==> src/rtl/irq_pkg.sv <==
package irq_pkg;
   // command applied to the global enable in one cycle
   typedef enum logic [1:0] {
      GIE_HOLD = 2'd0,
      GIE_SET  = 2'd1,
      GIE_CLR  = 2'd2
   } gie_cmd_e;

   // register bank that holds a given source
   function automatic int src_bank(input int src, input int dw);
      return src / dw;
   endfunction

   // bit position of a source inside its bank (first source at the MSB)
   function automatic int src_bit(input int src, input int dw);
      return dw - 1 - (src % dw);
   endfunction
endpackage

==> src/rtl/irq_regfile.sv <==
module irq_regfile #(
   parameter int NUM_SRC   = 12,
   parameter int DATA_W    = 8,
   parameter int ADDR_W    = 8,
   parameter int EN_BASE   = 'hE2,
   parameter int FLAG_BASE = 'hE4
) (
   input  logic               clk,
   input  logic               rst_n,
   input  logic               bus_sel_i,
   input  logic               bus_we_i,
   input  logic [ADDR_W-1:0]  bus_addr_i,
   input  logic [DATA_W-1:0]  bus_wdata_i,
   output logic [DATA_W-1:0]  bus_rdata_o,
   input  logic [NUM_SRC-1:0] evt_i,
   output logic [NUM_SRC-1:0] en_q,
   output logic [NUM_SRC-1:0] flag_q
);
   import irq_pkg::*;

   logic wr_stb;
   assign wr_stb = bus_sel_i && bus_we_i;

   for (genvar i = 0; i < NUM_SRC; i++) begin : g_src
      localparam int BK = src_bank(i, DATA_W);
      localparam int BT = src_bit(i, DATA_W);
      localparam logic [ADDR_W-1:0] EN_A = ADDR_W'(EN_BASE + BK);
      localparam logic [ADDR_W-1:0] FL_A = ADDR_W'(FLAG_BASE + BK);
      logic en_wr, fl_wr;
      assign en_wr = wr_stb && (bus_addr_i == EN_A);
      assign fl_wr = wr_stb && (bus_addr_i == FL_A);

      always_ff @(posedge clk or negedge rst_n) begin
         if (!rst_n)      en_q[i] <= 1'b0;
         else if (en_wr)  en_q[i] <= bus_wdata_i[BT];
      end

      // a hardware event takes precedence over a software write
      always_ff @(posedge clk or negedge rst_n) begin
         if (!rst_n)         flag_q[i] <= 1'b0;
         else if (evt_i[i])  flag_q[i] <= 1'b1;
         else if (fl_wr)     flag_q[i] <= bus_wdata_i[BT];
      end
   end

   // unimplemented positions and unmapped addresses read as zero
   always_comb begin
      bus_rdata_o = '0;
      if (bus_sel_i) begin
         for (int i = 0; i < NUM_SRC; i++) begin
            if (bus_addr_i == ADDR_W'(EN_BASE + src_bank(i, DATA_W)))
               bus_rdata_o[src_bit(i, DATA_W)] = en_q[i];
            if (bus_addr_i == ADDR_W'(FLAG_BASE + src_bank(i, DATA_W)))
               bus_rdata_o[src_bit(i, DATA_W)] = flag_q[i];
         end
      end
   end
endmodule

==> src/rtl/irq_prio_enc.sv <==
module irq_prio_enc #(
   parameter int N         = 12,
   parameter bit ENC_ARITH = 1'b0,
   localparam int IDX_W    = (N > 1) ? $clog2(N) : 1
) (
   input  logic [N-1:0]     req_i,
   output logic             any_o,
   output logic [IDX_W-1:0] idx_o
);
   assign any_o = |req_i;

   if (ENC_ARITH) begin : g_arith
      // isolate lowest set bit, then OR-encode its position
      logic [N-1:0] onehot;
      assign onehot = req_i & (~req_i + N'(1));
      always_comb begin
         idx_o = '0;
         for (int i = 0; i < N; i++)
            if (onehot[i]) idx_o = idx_o | IDX_W'(i);
      end
   end else begin : g_chain
      // scan from lowest rank to highest; the last hit is the winner
      always_comb begin
         idx_o = '0;
         for (int i = N - 1; i >= 0; i--)
            if (req_i[i]) idx_o = IDX_W'(i);
      end
   end
endmodule

==> src/rtl/irq_vec_gen.sv <==
module irq_vec_gen #(
   parameter int N        = 12,
   parameter int VEC_W    = 16,
   parameter int VEC_TOP  = 'hFFFA,
   parameter int VEC_STEP = 2,
   localparam int IDX_W   = (N > 1) ? $clog2(N) : 1
) (
   input  logic [IDX_W-1:0] idx_i,
   output logic [VEC_W-1:0] vec_o
);
   localparam logic [VEC_W-1:0] TOP = VEC_W'(VEC_TOP);

   if (VEC_STEP == 2) begin : g_shift
      assign vec_o = TOP - {{(VEC_W-IDX_W-1){1'b0}}, idx_i, 1'b0};
   end else begin : g_mul
      assign vec_o = TOP - VEC_W'(idx_i) * VEC_W'(VEC_STEP);
   end
endmodule

==> src/rtl/irq_gie.sv <==
module irq_gie (
   input  logic clk,
   input  logic rst_n,
   input  logic set_i,
   input  logic clr_i,
   input  logic ack_i,
   output logic gie_o
);
   import irq_pkg::*;

   gie_cmd_e cmd;

   always_comb begin
      if (clr_i || ack_i)  cmd = GIE_CLR;
      else if (set_i)      cmd = GIE_SET;
      else                 cmd = GIE_HOLD;
   end

   always_ff @(posedge clk or negedge rst_n) begin
      if (!rst_n) gie_o <= 1'b0;
      else begin
         case (cmd)
            GIE_SET: gie_o <= 1'b1;
            GIE_CLR: gie_o <= 1'b0;
            default: gie_o <= gie_o;
         endcase
      end
   end
endmodule

==> src/rtl/irq_vec_ctrl.sv <==
module irq_vec_ctrl #(
   parameter int NUM_SRC   = 12,
   parameter int DATA_W    = 8,
   parameter int ADDR_W    = 8,
   parameter int VEC_W     = 16,
   parameter int EN_BASE   = 'hE2,
   parameter int FLAG_BASE = 'hE4,
   parameter int VEC_TOP   = 'hFFFA,
   parameter int VEC_STEP  = 2,
   parameter bit ENC_ARITH = 1'b0
) (
   input  logic               clk,
   input  logic               rst_n,
   input  logic [NUM_SRC-1:0] evt_i,
   input  logic               bus_sel_i,
   input  logic               bus_we_i,
   input  logic [ADDR_W-1:0]  bus_addr_i,
   input  logic [DATA_W-1:0]  bus_wdata_i,
   output logic [DATA_W-1:0]  bus_rdata_o,
   input  logic               gie_set_i,
   input  logic               gie_clr_i,
   input  logic               irq_ack_i,
   output logic               irq_req_o,
   output logic [VEC_W-1:0]   irq_vec_o,
   output logic               gie_o
);
   localparam int NBANK = (NUM_SRC + DATA_W - 1) / DATA_W;
   localparam int IDX_W = (NUM_SRC > 1) ? $clog2(NUM_SRC) : 1;

   if (NUM_SRC < 1) begin : g_bad_n
      $error("NUM_SRC must be at least 1");
   end
   if (FLAG_BASE < EN_BASE + NBANK) begin : g_bad_map
      $error("flag registers overlap enable registers");
   end
   if (VEC_TOP < VEC_STEP * (NUM_SRC - 1)) begin : g_bad_vec
      $error("vector table runs below zero");
   end
   if (VEC_W <= IDX_W) begin : g_bad_vw
      $error("VEC_W too narrow");
   end

   logic [NUM_SRC-1:0] en_q;
   logic [NUM_SRC-1:0] flag_q;
   logic [NUM_SRC-1:0] pend;
   logic               any_pend;
   logic [IDX_W-1:0]   win_idx;

   irq_regfile #(
      .NUM_SRC(NUM_SRC), .DATA_W(DATA_W), .ADDR_W(ADDR_W),
      .EN_BASE(EN_BASE), .FLAG_BASE(FLAG_BASE)
   ) u_regs (
      .clk(clk), .rst_n(rst_n),
      .bus_sel_i(bus_sel_i), .bus_we_i(bus_we_i),
      .bus_addr_i(bus_addr_i), .bus_wdata_i(bus_wdata_i),
      .bus_rdata_o(bus_rdata_o),
      .evt_i(evt_i), .en_q(en_q), .flag_q(flag_q)
   );

   assign pend = flag_q & en_q;

   irq_prio_enc #(.N(NUM_SRC), .ENC_ARITH(ENC_ARITH)) u_enc (
      .req_i(pend), .any_o(any_pend), .idx_o(win_idx)
   );

   irq_vec_gen #(
      .N(NUM_SRC), .VEC_W(VEC_W), .VEC_TOP(VEC_TOP), .VEC_STEP(VEC_STEP)
   ) u_vec (
      .idx_i(win_idx), .vec_o(irq_vec_o)
   );

   irq_gie u_gie (
      .clk(clk), .rst_n(rst_n),
      .set_i(gie_set_i), .clr_i(gie_clr_i), .ack_i(irq_ack_i),
      .gie_o(gie_o)
   );

   assign irq_req_o = gie_o && any_pend;
endmodule

==> config.mk <==
export PLATFORM = sky130hd
export DESIGN_NAME = irq_vec_ctrl
export DESIGN_NICKNAME = d
export VERILOG_FILES = /design/src/rtl/irq_pkg.sv /design/src/rtl/irq_regfile.sv /design/src/rtl/irq_prio_enc.sv /design/src/rtl/irq_vec_gen.sv /design/src/rtl/irq_gie.sv /design/src/rtl/irq_vec_ctrl.sv
export SDC_FILE = /design/constraint.sdc
export NUM_CORES = 1
export LEC_CHECK = 0
export BUFFER_PORTS_ARGS = -buffer_cell sky130_fd_sc_hd__buf_2
export CORE_ASPECT_RATIO = 0.75
export CORE_MARGIN = 3
export CORE_UTILIZATION = 35
export CTS_CLUSTER_SIZE = 12
export DETAILED_ROUTE_END_ITERATION = 7
export SLEW_MARGIN = 20
export SYNTH_ARGS = -nofsm -noshare
export SYNTH_HDL_FRONTEND = slang
export SYNTH_SLANG_ARGS = --single-unit
export TNS_END_PERCENT = 5
==> constraint.sdc <==
create_clock -name clk -period 2.6 [get_ports clk]
set_input_delay 0.26 -clock clk [delete_from_list [all_inputs] [get_ports clk]]
set_output_delay 0.26 -clock clk [all_outputs]
set_load 0.02 [all_outputs]
==> metrics.md, run 1 <==
| Metric | Value |
|---|---|
| Status | `finished clean` |
| Sw Pwr | `around 0.23 mW` |
| Worst IR Drop VDD | `about 0.23 mV` |
| H-tree depth | `1` |
| Slew Limit Fails | `0` |
| Gr usage total | `15.2%` |
| CTS Buf Count | `3` |
| Diode count | `0` |
| Synth Area in XOR/XNOR | `less than 1%` |
| Post-Layout Inst Area | `1900 um2` |
| Setup slack after layout | `0.344 ns` |
| HPWL after detailed placement | `3120 um` |
| Antenna violations before repair | `0` |
| Crit-path max FO | `5` |
| Layout overhead on the synthesized area | `19.7%` |
| Total leakage power | `0.845 nW` |
| Final hold vios | `0` |
| Synth Area in Adders | `0.790%` |
| Clock sinks | `25` |
| Critical Path RT | `~2.3 ns` |
| Routed len/inst | `15.0 um` |
| Final setup viols | `0` |
| Pre-CTS WS | `0.558 ns` |
| Hold Crit Class | `input port to flop` |
| Vias in the first global route | `1286` |
| RSZ-0062 raised after global routing | `no` |
| Largest net degree at the start of global routing | `26` |
| Routability cong. | `0.838` |
| Top cell type's share of synthesized area | `between 30% and 40%` |
| # IOs | `61` |
| Max Clock Skew | `0 ns` |
| DRC errors left | `0` |
| Mux share of post-synthesis cell area | `a little over 9%` |
| Worst hold stages | `2` |
| CP Launch Type | `flop` |
| CTS tree | `done` |
| Cell chosen for the clock root | `clkbuf_8` |
| Dpl cell area | `1840 um2` |
| Clock power frac | `31.3%` |
| Initial DRC Count | `120` |
| Internal power component | `0.561 mW` |
| Comb power frac | `18.2%` |
| Predominant post-synthesis flop cell | `dfrtp_1` |
| Netlist cell types | `36` |
| Post-CTS Setup Inserts | `0` |
| Yosys reg bits | `25` |
| Initial Util | `37.7%` |
| Reg2reg path depth | `2` |
| Worst Setup End Kind | `output port` |
| Crit path kind | `flop to output port` |
| Asr flop ratio synth | `100%` |
| Insertion delay to the later sink of the worst-skew pair | `0.27 ns` |
| Rel. slew slack | `61.6%` |
| Sequential power share | `50.5%` |
| Final Power | `0.795 mW` |
| Sw frac | `29.4%` |
| Via count | `1419` |
| Final period util | `86.8%` |
| Setup TNS | `0 ns` |
| Die area | `5380 um2` |
| Worst-Margin Slew | `0.576 ns` |
| Sequential area share after synthesis | `39.5%` |
| Worst path arrival time | `~2 ns` |
| Syn. warnings | `0` |
| MaxCap Viol Count | `0` |
| Routed Antenna Nets | `0` |
| Nets | `251` |
| DRT Pass-1 Iters | `4` |
| Clk slew on worst S/H paths | `0.09 ns` |
| Die width | `83.7 um` |
| Largest family of logic cells by synthesized area | `compound AO/OA/AOI/OAI gates` |
| Wire length of the first global-routing pass | `6510 um` |
| Power Dens Cells | `419 nW/um2` |
| # rows | `20` |
| Fmax | `between 400 and 500 MHz` |
| Share of layout cells above drive strength 1 | `~34%` |
| Worst hold slack | `0.137 ns` |
| Post-DR vias/cell | `5.28` |
| Post-Syn Area per Cell | `9.66 um2` |
| Dominant cells by area after synthesis | `dfrtp_1 39%, mux2_2 8.5%, a211o_1 6.6%, buf_4 6.2%, a22oi_1 5.2%` |
| Mapped cell area | `1580 um2` |
| Port Buffers | `48` |
| Post-synthesis simple-gate area fraction | `20.1%` |
| Area leader, netlist | `dfrtp_1` |
| Mapped Cells | `164` |
| Post-layout min period | `2.26 ns` |
| Deepest clock path buffer count | `2` |
| Routed WL | `4030 um` |
| Number of synthesized flops with an enable pin | `0` |
| Chip Height | `64.3 um` |
| Complex-gate fraction of the synthesized area | `20.6%` |
| Core area | `4200 um2` |
| Total grt overflow | `0` |
## layout make-up
type,instances,area [um2]
fill,420,2310
multi-input combinational,127,857
sequential,25,626
timing repair buffer,52,273
tap,55,68.8
clock buffer,3,41.3
inverter,6,22.5
clock inverter,1,8.76
## cells by family (layout without fill, tap and decap cells)
logic type | Yosys count | after routing
buffers and inverters | 22 | 62
other | 2 | 12
muxes | 13 | 13
and+or+nand+nor | 56 | 56
xor gates and xnor gates | 1 | 1
DFF | 25 | 25
AOI/OAI and AO/OA | 44 | 44
adders and majority gates | 1 | 1
## flip-flops by register name (all words and copies together), names as in the netlist
signal and cells:
u_regs.flag_q 12, u_regs.en_q 12, u_gie.gie_o 1
## power groups by stage
stage / Combinational, mW / Clock, mW / Sequential [mW]
2_1_floorplan: 0.0952 / 0 / 0.408
3_3_place_gp: 0.143 / 0 / 0.409
3_5_place_dp: 0.144 / 0 / 0.409
4_1_cts: 0.146 / 0.256 / 0.401
5_1_grt: 0.162 / 0.268 / 0.402
6_report: 0.144 / 0.249 / 0.401
## routing by layer
| layer | vias to the layer above | GRT usage (%) | routed length, um |
|---|---|---|---|
| li1 | 677 | - | - |
| met1 | 682 | 22.2 | 2010 |
| met2 | 56 | 22.5 | 1670 |
| met3 | 4 | 3.61 | 303 |
| met4 | 0 | 3.61 | 43 |
| met5 | - | 0 | 0 |
## worst max-delay path, stage by stage, from the launching register on
cell and delay, ns:
dfrtp_1 0.45, a22o_1 0.25, o21ai_0 0.15, nand2_1 0.07, a21boi_0 0.29, ha_1 0.23
xnor2_1 0.11, buf_2 0.18
## placed cells by master, fill, tap and decap left out
cell type and count:
a32oi_1 3, o2bb2ai_1 3, nand4b_1 1, clkbuf_8 3
nand4_1 1, nand2_1 11, nand3_1 4, nor4_4 1
inv_1 6, nand2b_1 1, a22oi_1 11, nor2_1 12
o31ai_1 1, mux2_2 12, dlygate4sd3_1 1, a22o_1 1
o21a_1 1, ha_1 1, conb_1 12, nor3_1 4
or4_4 1, buf_2 48, or3_1 1, mux2i_1 1
dfrtp_1 25, buf_4 3, or3b_2 1, inv_6 1
nor2b_1 12, nor3b_1 2, o21ai_0 7, or3b_4 1
nor3_2 1, a211o_1 12, a21boi_0 1, xnor2_1 1
nor4_1 2, a21oi_1 4
## synthesized netlist by cell type, drive strengths merged, types with 2 or more instances
cell / n
nor2: 12
nor3b: 2
conb: 2
o21ai: 7
a211o: 12
or3b: 2
nor2b: 12
nand2: 11
a32oi: 3
a22oi: 11
dfrtp: 25
nor4: 3
a21oi: 4
buf: 16
inv: 6
nand3: 4
mux2: 12
o2bb2ai: 3
nor3: 5
## worst paths after layout
check                           slack (ns)         startpoint                 to
worst max-delay path                  0.34   u_regs.flag_q[9]       irq_vec_o[4]
worst min-delay path                  0.14          irq_ack_i        u_gie.gie_o
worst max register to register        1.65   u_regs.flag_q[4]   u_regs.flag_q[4]
worst min register to register        0.56  u_regs.flag_q[10]  u_regs.flag_q[10]
max in group asynchronous             1.71              rst_n  u_regs.flag_q[10]
min in group asynchronous             0.51              rst_n   u_regs.flag_q[9]
## per-stage QoR
step | utilization (%) | std cells
finish | 45.1 | 269
global route | 45.1 | 269
CTS | 45.1 | 269
detailed placement | 43.7 | 264
global placement | 43.7 | 264
floorplan | - | 174
## timing repair
action | 4_1_cts | 5_1_grt
hold endpoints to repair | 25 | 0
resized for setup | 0 | 0
hold buffers | 1 | 0
(Power assumes the default switching activity.)
==> inputs of run 2 (changes only) <==
--- a/config.mk
+++ b/config.mk
@@ -11,6 +11,8 @@
 export CORE_UTILIZATION = 35
 export CTS_CLUSTER_SIZE = 12
 export DETAILED_ROUTE_END_ITERATION = 7
+export GPL_TIMING_DRIVEN = 0
+export PLACE_DENSITY_LB_ADDON = 0.15
 export SLEW_MARGIN = 20
 export SYNTH_ARGS = -nofsm -noshare
 export SYNTH_HDL_FRONTEND = slang
==> constraint.sdc (replaced) <==
create_clock -name clk -period 2.2 [get_ports clk]
set_input_delay 0.22 -clock clk [delete_from_list [all_inputs] [get_ports clk]]
set_output_delay 0.22 -clock clk [all_outputs]
set_load 0.02 [all_outputs]
==> run 2 against run 1 <==
  * Die area unchanged
  * Clock skew unchanged
  * Sequential power increased by 18%
  * Utilization increased by 2.6 points
  * Final cell count increased by 4.5%
  * Via count decreased by 0.78%
  * Cell area increased by 5.8%
  * Total power increased by 20%
  * Worst setup slack got worse by 0.17 ns
  * Combinational power increased by 31%
  * Sequential share of layout area decreased by 1.7 points
  * Critical endpoint unchanged
  * Largest cell class unchanged
  * Highest routed layer unchanged
==> metrics.md, run 2 (same netlist as run 1, synthesis figures left out) <==
| Metric | Value |
|---|---|
| Port Buffers | `between 40 and 50` |
| Power Dens Cells | `477 nW/um2` |
| Met1 Track Usage GR | `22.2%` |
| Worst path arrival time | `1.80 ns` |
| Hold Crit Class | `input port to flop` |
| Sw frac | `29.1%` |
| Setup TNS | `0 ns` |
| Final period util | `between 90% and 100%` |
| CP Launch Type | `flop` |
| Most Used Layer, Global Route | `met2` |
| # rows | `20` |
| Routability cong. | `0.757` |
| Clock power frac | `30.8%` |
| Largest net degree at the start of global routing | `26` |
| Slew Limit Fails | `0` |
| Worst hold slack | `0.0924 ns` |
| Comb power frac | `19.6%` |
| Layout overhead on the synthesized area | `26.7%` |
| Clk slew on worst S/H paths | `around 0.09 ns` |
| Most common cell after layout, fill and taps aside | `buf_2` |
| Routed WL | `between 3000 and 4000 um` |
| Wire length of the first global-routing pass | `6580 um` |
| MaxCap Viol Count | `0` |
| Final Power | `0.957 mW` |
| Status | `finished clean` |
| Sequential power share | `49.6%` |
| Internal power component | `0.679 mW` |
| H-tree depth | `1` |
| Dpl cell area | `a little under 2000 um2` |
| Via count | `1408` |
| CTS tree | `done` |
| Antenna violations before repair | `0` |
| Crit-path max FO | `5` |
| Setup slack after layout | `0.176 ns` |
| DRC errors left | `0` |
| Fmax | `494 MHz` |
| Crit path kind | `flop to output port` |
| Final setup viols | `0` |
| CTS Buf Count | `3` |
| Final hold vios | `0` |
| Share of layout cells above drive strength 1 | `38.5%` |
| Met2 usage | `22.8%` |
| Gr usage total | `between 10% and 20%` |
| Insertion delay to the later sink of the worst-skew pair | `0.27 ns` |
| Worst Setup End Kind | `output port` |
| Commonest non-fill, non-tap cells in the layout | `47 x buf_2, 24 x dfrtp_1, 13 x buf_4` |
| M3 GR Usage | `4.90%` |
| DRT Pass-1 Iters | `4` |
| Die area | `5380 um2` |
| Worst IR Drop VDD | `roughly 0.24 mV` |
| Post-CTS Setup Inserts | `0` |
| Chip Height | `~64 um` |
| Biggest regs | `u_regs.en_q: 12 flops, u_regs.flag_q: 12 flops, u_gie.gie_o: 1 flops` |
| Worst-Margin Slew | `a little under 0.7 ns` |
| Routed len/inst | `14.1 um` |
| HPWL after detailed placement | `3170 um` |
| # IOs | `61` |
| Core Util, Final | `47.7%` |
| Initial DRC Count | `66` |
| Post-Layout Inst Area | `2010 um2` |
| Nets | `263` |
| Routed Antenna Nets | `0` |
| Clock sinks | `25` |
| Post-layout min period | `2.02 ns` |
| Diode count | `0` |
| Deepest clock path buffer count | `2` |
| Fin cells | `281` |
| Sw Pwr | `around 0.28 mW` |
| Critical Path RT | `1.98 ns` |
| Cell chosen for the clock root | `clkbuf_8` |
| Placed insts | `276` |
| Vias in the first global route | `1321` |
| Die width | `83.7 um` |
| Initial Util | `between 30% and 40%` |
| RSZ-0062 raised after global routing | `no` |
| Post-DR vias/cell | `between 5 and 6` |
| Pre-CTS WS | `0.0889 ns` |
| Total grt overflow | `0` |
| Core area | `between 4000 and 5000 um2` |
| Rel. slew slack | `54.3%` |
| Max Clock Skew | `0 ns` |
| Total leakage power | `0.892 nW` |
## run 2: cell types whose count changed in the layout (fill, tap and decap cells not counted), moves of 2 or more
| cell | previous run | this run |
|---|---|---|
| buf_4 | 3 | 13 |
| a22oi_1 | 11 | 9 |
| a22oi_2 | 0 | 2 |
| buf_1 | 0 | 2 |
## run 2: final timing paths
kind | startpoint | endpoint | slack (ns) | depth (start not counted)
setup / recovery | u_regs.flag_q[9] | irq_vec_o[4] | 0.18 | 7
hold / removal | gie_clr_i | u_gie.gie_o | 0.09 | 2
setup reg to reg | u_regs.flag_q[1] | u_regs.flag_q[1] | 1.23 | 2
hold reg to reg | u_regs.flag_q[10] | u_regs.flag_q[10] | 0.58 | 1
max in group asynchronous | rst_n | u_regs.flag_q[9] | 1.33 | 2
min in group asynchronous | rst_n | u_regs.flag_q[3] | 0.46 | 2
## run 2: repair_timing
item	CTS	global route
hold endpoints to repair	25	0
hold buffers	1	0
gates resized for setup	0	7
endpoints found under the setup margin	0	6
## run 2: metal layers
metal  wire length [um]  share of wire, %
met3                381               9.6
met1               2020                51
met5                  0                 0
met2               1550                39
met4                 18              0.45
## run 2: area by class of cell
class / instances / area, um2
Sequential cell: 25 / 627
Buffer: 16 / 116
Multi-Input combinational cell: 127 / 877
Timing Repair Buffer: 48 / 245
Inverter: 6 / 22.5
Clock buffer: 3 / 41.3
Tap cell: 55 / 68.8
Clock inverter: 1 / 8.76
Fill cell: 425 / 2200
## run 2: power groups by stage
stage               registers (mW)  clock network [mW]  logic (mW)
floorplan                    0.482                   0       0.113
global placement             0.483                   0       0.184
detailed placement           0.483                   0       0.184
CTS                          0.474               0.308       0.186
global route                 0.476               0.325       0.210
finish                       0.475               0.295       0.188
## run 2: worst max-delay path, cell delays in order (launching register included)
cell,delay [ns]
dfrtp_2,0.46
a22o_1,0.24
o21ai_1,0.13
nand2_1,0.08
a21boi_2,0.17
ha_1,0.17
xnor2_1,0.11
buf_2,0.17
